--- src/rtl/dmarq_pkg.sv ---
package dmarq_pkg;
   typedef enum logic [1:0] {
      PH_WATCH = 2'd0,
      PH_READ  = 2'd1,
      PH_WRITE = 2'd2,
      PH_CPU   = 2'd3
   } phase_t;
endpackage

--- src/rtl/dmarq_detect.sv ---
module dmarq_detect (
   input  logic clk,
   input  logic rst_n,
   input  logic dreq_n,
   input  logic edge_mode,
   output logic req
);
   // Previous line level; reset value low so no edge before the line rises
   logic prev_hi;

   always_ff @(posedge clk) begin
      if (!rst_n) prev_hi <= 1'b0;
      else        prev_hi <= dreq_n;
   end

   always_comb begin
      if (edge_mode) req = prev_hi & ~dreq_n;
      else           req = ~dreq_n;
   end

   a_r10_no_edge_from_reset_low: assert property (@(posedge clk) disable iff (!rst_n)
      (edge_mode && $past(!rst_n)) |-> !req);
endmodule

--- src/rtl/dmarq_cpu_timer.sv ---
module dmarq_cpu_timer #(
   parameter int CPU_CYCLES = 2
) (
   input  logic clk,
   input  logic rst_n,
   input  logic in_cpu,
   output logic min_met
);
   localparam int TW = (CPU_CYCLES < 2) ? 1 : $clog2(CPU_CYCLES + 1);
   localparam logic [TW-1:0] LIM = TW'(CPU_CYCLES - 1);

   generate
      if (CPU_CYCLES < 1) begin : g_bad_len
         $error("dmarq_cpu_timer: CPU_CYCLES must be at least 1");
      end
   endgenerate

   logic [TW-1:0] cnt;

   always_ff @(posedge clk) begin
      if (!rst_n || !in_cpu) cnt <= '0;
      else if (cnt != LIM)   cnt <= cnt + 1'b1;
   end

   assign min_met = in_cpu && (cnt == LIM);
endmodule

--- src/rtl/dmarq_counter.sv ---
module dmarq_counter #(
   parameter int CNT_W = 8
) (
   input  logic             clk,
   input  logic             rst_n,
   input  logic [CNT_W-1:0] load_val,
   input  logic             dec,
   output logic             zero,
   output logic             last
);
   generate
      if (CNT_W < 1) begin : g_bad_width
         $error("dmarq_counter: CNT_W must be at least 1");
      end
   endgenerate

   logic [CNT_W-1:0] rem;

   always_ff @(posedge clk) begin
      if (!rst_n)                rem <= load_val;
      else if (dec && rem != '0) rem <= rem - 1'b1;
   end

   assign zero = (rem == '0);
   assign last = (rem == CNT_W'(1));

   a_r9_zero_sticky: assert property (@(posedge clk) disable iff (!rst_n)
      zero |=> zero);
endmodule

--- src/rtl/dma_req_sampler.sv ---
module dma_req_sampler
   import dmarq_pkg::*;
#(
   parameter int CNT_W      = 8,
   parameter int CPU_CYCLES = 2
) (
   input  logic             clk,
   input  logic             rst_n,
   input  logic             dreq_n,
   input  logic             burst_mode,
   input  logic             edge_mode,
   input  logic             cpu_done,
   input  logic [CNT_W-1:0] xfer_count,
   output logic             dack,
   output logic             accept,
   output logic             bus_rd,
   output logic             bus_wr,
   output logic             done
);
   phase_t phase_q, phase_d;
   logic   req, take, dec, zero, last, min_met, accept_q;

   dmarq_detect u_detect (
      .clk(clk), .rst_n(rst_n), .dreq_n(dreq_n),
      .edge_mode(edge_mode), .req(req)
   );

   dmarq_cpu_timer #(.CPU_CYCLES(CPU_CYCLES)) u_timer (
      .clk(clk), .rst_n(rst_n), .in_cpu(phase_q == PH_CPU), .min_met(min_met)
   );

   dmarq_counter #(.CNT_W(CNT_W)) u_count (
      .clk(clk), .rst_n(rst_n), .load_val(xfer_count),
      .dec(dec), .zero(zero), .last(last)
   );

   always_comb begin
      phase_d = phase_q;
      take    = 1'b0;
      dec     = 1'b0;
      unique case (phase_q)
         PH_WATCH: if (req && !zero) begin
            phase_d = PH_READ;
            take    = 1'b1;
         end
         PH_READ:  phase_d = PH_WRITE;
         PH_WRITE: begin
            dec = 1'b1;
            if (last)                   phase_d = PH_WATCH;
            else if (burst_mode && req) begin
               phase_d = PH_READ;
               take    = 1'b1;
            end
            else                        phase_d = PH_CPU;
         end
         PH_CPU:   if (min_met && cpu_done) phase_d = PH_WATCH;
         default:  phase_d = PH_WATCH;
      endcase
   end

   always_ff @(posedge clk) begin
      if (!rst_n) begin
         phase_q  <= PH_WATCH;
         accept_q <= 1'b0;
      end else begin
         phase_q  <= phase_d;
         accept_q <= take;
      end
   end

   assign bus_rd = (phase_q == PH_READ);
   assign bus_wr = (phase_q == PH_WRITE);
   assign dack   = bus_rd | bus_wr;
   assign accept = accept_q;
   assign done   = zero;

   a_r4_read_then_write: assert property (@(posedge clk) disable iff (!rst_n)
      bus_rd |=> bus_wr);
   a_r4_write_after_read: assert property (@(posedge clk) disable iff (!rst_n)
      bus_wr |-> $past(bus_rd));
   a_r8_accept_on_read: assert property (@(posedge clk) disable iff (!rst_n)
      accept |-> bus_rd);
   a_r8_accept_single: assert property (@(posedge clk) disable iff (!rst_n)
      accept |=> !accept);
   a_r5_cpu_min_len: assert property (@(posedge clk) disable iff (!rst_n)
      (phase_q == PH_CPU && !min_met) |=> (phase_q == PH_CPU));
   a_r9_done_quiet: assert property (@(posedge clk) disable iff (!rst_n)
      done |-> !dack);
endmodule

--- config.mk ---
export PLATFORM = sky130hd
export DESIGN_NAME = dma_req_sampler
export DESIGN_NICKNAME = d
export VERILOG_FILES = /design/src/rtl/dmarq_pkg.sv /design/src/rtl/dmarq_detect.sv /design/src/rtl/dmarq_cpu_timer.sv /design/src/rtl/dmarq_counter.sv /design/src/rtl/dma_req_sampler.sv
export SDC_FILE = /design/constraint.sdc
export NUM_CORES = 1
export LEC_CHECK = 0
export ABC_AREA = 0
export BUFFER_PORTS_ARGS = -buffer_cell sky130_fd_sc_hd__buf_2
export CORE_UTILIZATION = 51
export CTS_CLUSTER_DIAMETER = 150
export DETAILED_ROUTE_END_ITERATION = 10
export MAX_ROUTING_LAYER = met4
export PLACE_DENSITY = 0.76
export SLEW_MARGIN = 0
export SYNTH_ARGS = -nofsm -noshare
export SYNTH_HDL_FRONTEND = slang
export SYNTH_SLANG_ARGS = --single-unit
--- constraint.sdc ---
create_clock -name clk -period 2.15 [get_ports clk]
set_input_delay 0.1075 -clock clk [delete_from_list [all_inputs] [get_ports clk]]
set_output_delay 0.1075 -clock clk [all_outputs]
set_load 0.01 [all_outputs]
==> flow_metrics.py <==
metrics = {
    "run_status": {
        "status": "finished clean",
    },
    "timing": {
        "layout_min_cycle_time_ps": 1830,
        "slew_headroom_pct": 53.4,
        "skew_ps": 3.50,
        "fmax_mhz": 547,
        "rsz0062_at_grt": "false",
        "fin_hold_ws_ps": 66.0,
        "finalCritPeriodShare_pct": 85.1,
        "finalHoldViolations": 0,
        "setup_violations": 0,
        "max_slew.worst_pin.slew_ps": 694,
        "finalSetupTns_ps": 0,
        "report.final.slew_viol_count": 0,
    },
    "worst_setup_path": {
        "cp_max_fo": 3,
        "crit_type": "reg2reg",
        "setup.worst_path.end_class": "flop",
        "required_ps": 2160,
        "rr_worst_depth": 6,
        "cp.arrival_ps": 1840,
        "start_kind": "flop",
    },
    "grt": {
        "antenna_found_initial": 0,
        "grt_max_degree": 25,
        "grt_pass1_wl_mm": 2.70,
        "grt_pass1_vias": 655,
        "grt_use_total_pct": 20.3,
        "grt-ovfl-total": 0,
    },
    "cts": {
        "cts_setup_buffers": 0,
        "clock_path_buffers": 2,
        "htree_levels": 1,
        "cts_tree": "yes",
        "numClockSinks": 14,
        "clkTransAtPathRegs_ps": 90,
        "cts_root_buf": "clkbuf_4",
        "cts_inserted_buffers": 3,
        "insertion_delay_ps": 270,
    },
    "finish": {
        "area_growth_pct": 20.0,
        "final_util_pct": 66.4,
        "antenna_cells": 0,
        "drive_gt1_share_pct": 27.0,
        "final_nets": 133,
    },
    "synth": {
        "synth_area_um2": 843,
        "synth_fp_nets": 108,
        "synth_area_leaders": "edfxtp_1, dfxtp_1, ha_1, nor2_1, a21oi_1",
        "synth.avg_cell_area_um2": 9.69,
        "ys_ff_latch": 14,
        "synthFlopType": "edfxtp_1",
        "synth_warnings": 0,
        "yosysTopAreaCellShare_pct": 28.5,
        "async_reset_ff_share_pct": 0,
        "synth-edff-count": 8,
        "synth_top_area_cell": "edfxtp_1",
        "synthCells": 87,
        "yosysUniqueCellTypes": 31,
        "seq_area_frac_synth_pct": 42.7,
    },
    "worst_hold_path": {
        "hold_class": "in2reg",
        "holdPathStages": 2,
    },
    "route": {
        "firstDrtPassIters": 4,
        "vias": 709,
        "via_per_inst": 5.58,
        "drt-total-wl_mm": 1.64,
        "routedWlPerCell_um": 12.9,
        "drc": 0,
        "ant_nets": 0,
        "drt_iter0_drc": 19,
    },
    "floorplan": {
        "die_height_um": 42.7,
        "die_x_um": 42.7,
        "initial_utilization_pct": 55.3,
        "pin_count": 19,
        "dieArea_um2": 1820,
        "rows": 14,
        "fp.coreArea_um2": 1520,
    },
    "placement": {
        "numPortBuffers": 18,
        "place_congestion": 0.808,
        "hpwlAfterDp_mm": 1.25,
    },
    "power": {
        "p_leak_nw": 0.452,
        "total_power_mw": 0.848,
        "irDropWorstVdd_v": 0.000538,
        "power-per-cell-area_nw_per_um2": 838,
    },
    "run": {
        "cap_violations": 0,
    },
}
[worst paths after layout]
check / slack [ps] / end / from
worst max-delay path: 320 / u_count.rem[6] / u_count.rem[1]
worst min-delay path: 70 / u_detect.prev_hi / dreq_n
worst max register to register: 320 / u_count.rem[6] / u_count.rem[1]
worst min register to register: 510 / u_timer.cnt[1] / u_timer.cnt[1]
[synth_stat cells, drive strengths merged (2+ instances only)]
cell    instances
clkbuf          2
o21ai           2
a31oi           2
o31ai           2
nor3            2
nor2           12
inv             9
or4             2
xnor2           4
xor2            2
a21oi           8
dfxtp           6
nand2           2
nand3           3
nor4            2
edfxtp          8
ha              7
[final cells by class]
type / instances / area, um^2
Tap cell: 16 / 20.0
Inverter: 9 / 33.8
Sequential cell: 14 / 360
Multi-Input combinational cell: 62 / 442
Clock buffer: 4 / 36.3
Fill cell: 141 / 512
Timing Repair Buffer: 22 / 120
[per-stage QoR]
step,cell area (um^2),setup WS [ps],cells
3_5_place_dp,976,92.4,123
5_1_grt,1010,168,127
4_1_cts,1010,78.1,127
6_report,1010,320,127
3_3_place_gp,976,185,123
2_1_floorplan,843,322,87
[worst max-delay path, cell delays in order (launching register included)]
cell	delay, ps
edfxtp_1	410
inv_1	90
ha_1	200
or3b_1	440
nor3_1	200
xnor2_1	140
a21oi_1	90
[routing by layer]
| metal | up-vias | GRT usage, % | routed length, um |
|---|---|---|---|
| met5 | - | - | 0 |
| met4 | 0 | 5.63 | 18 |
| met3 | 4 | 2.55 | 65 |
| met2 | 15 | 36.4 | 853 |
| met1 | 327 | 23.8 | 707 |
| li1 | 363 | - | - |
[cells in the final DEF, fill, tap and decap left out, drive strengths merged, types with 2 or more instances in the layout]
cell type / instances
nor3: 2
inv: 9
xor2: 2
o31ai: 2
dfxtp: 6
a31oi: 2
edfxtp: 8
nor4: 2
ha: 7
nand2: 2
a21oi: 8
xnor2: 4
or4: 2
buf: 22
nand3: 3
nor2: 12
o21ai: 2
clkbuf: 4
[registers in the layout (all words and copies together), names as in the netlist]
name / flops
u_detect.prev_hi: 1
accept: 1
u_count.rem: 8
phase_q: 2
u_timer.cnt: 2
[kinds of logic (layout without fill, tap and decap cells)]
logic type,Yosys count,count (layout),share of synthesized area [%]
AO/OA/AOI/OAI,21,21,16.5
XOR/XNOR,6,6,6.23
adder cells (fa/ha/maj),7,7,10.4
buffers and inverters,11,35,4.90
flip-flops,14,14,42.7
multiplexers,1,1,1.34
AND/OR/NAND/NOR,27,27,18.0
[where the power goes]
group / switching (mW) / internal [mW] / total [mW]
sequential: 0.0364 / 0.337 / 0.374
clock: 0.0834 / 0.103 / 0.186
combinational: 0.162 / 0.126 / 0.288
[what timing repair did]
item / 4_1_cts / 5_1_grt
gates resized for setup: 0 / 1
hold buffers: 0 / 0
hold endpoints to repair: 0 / 0
endpoints found under the setup margin: 0 / 8
Note: power is estimated with default switching activity, not from simulation.
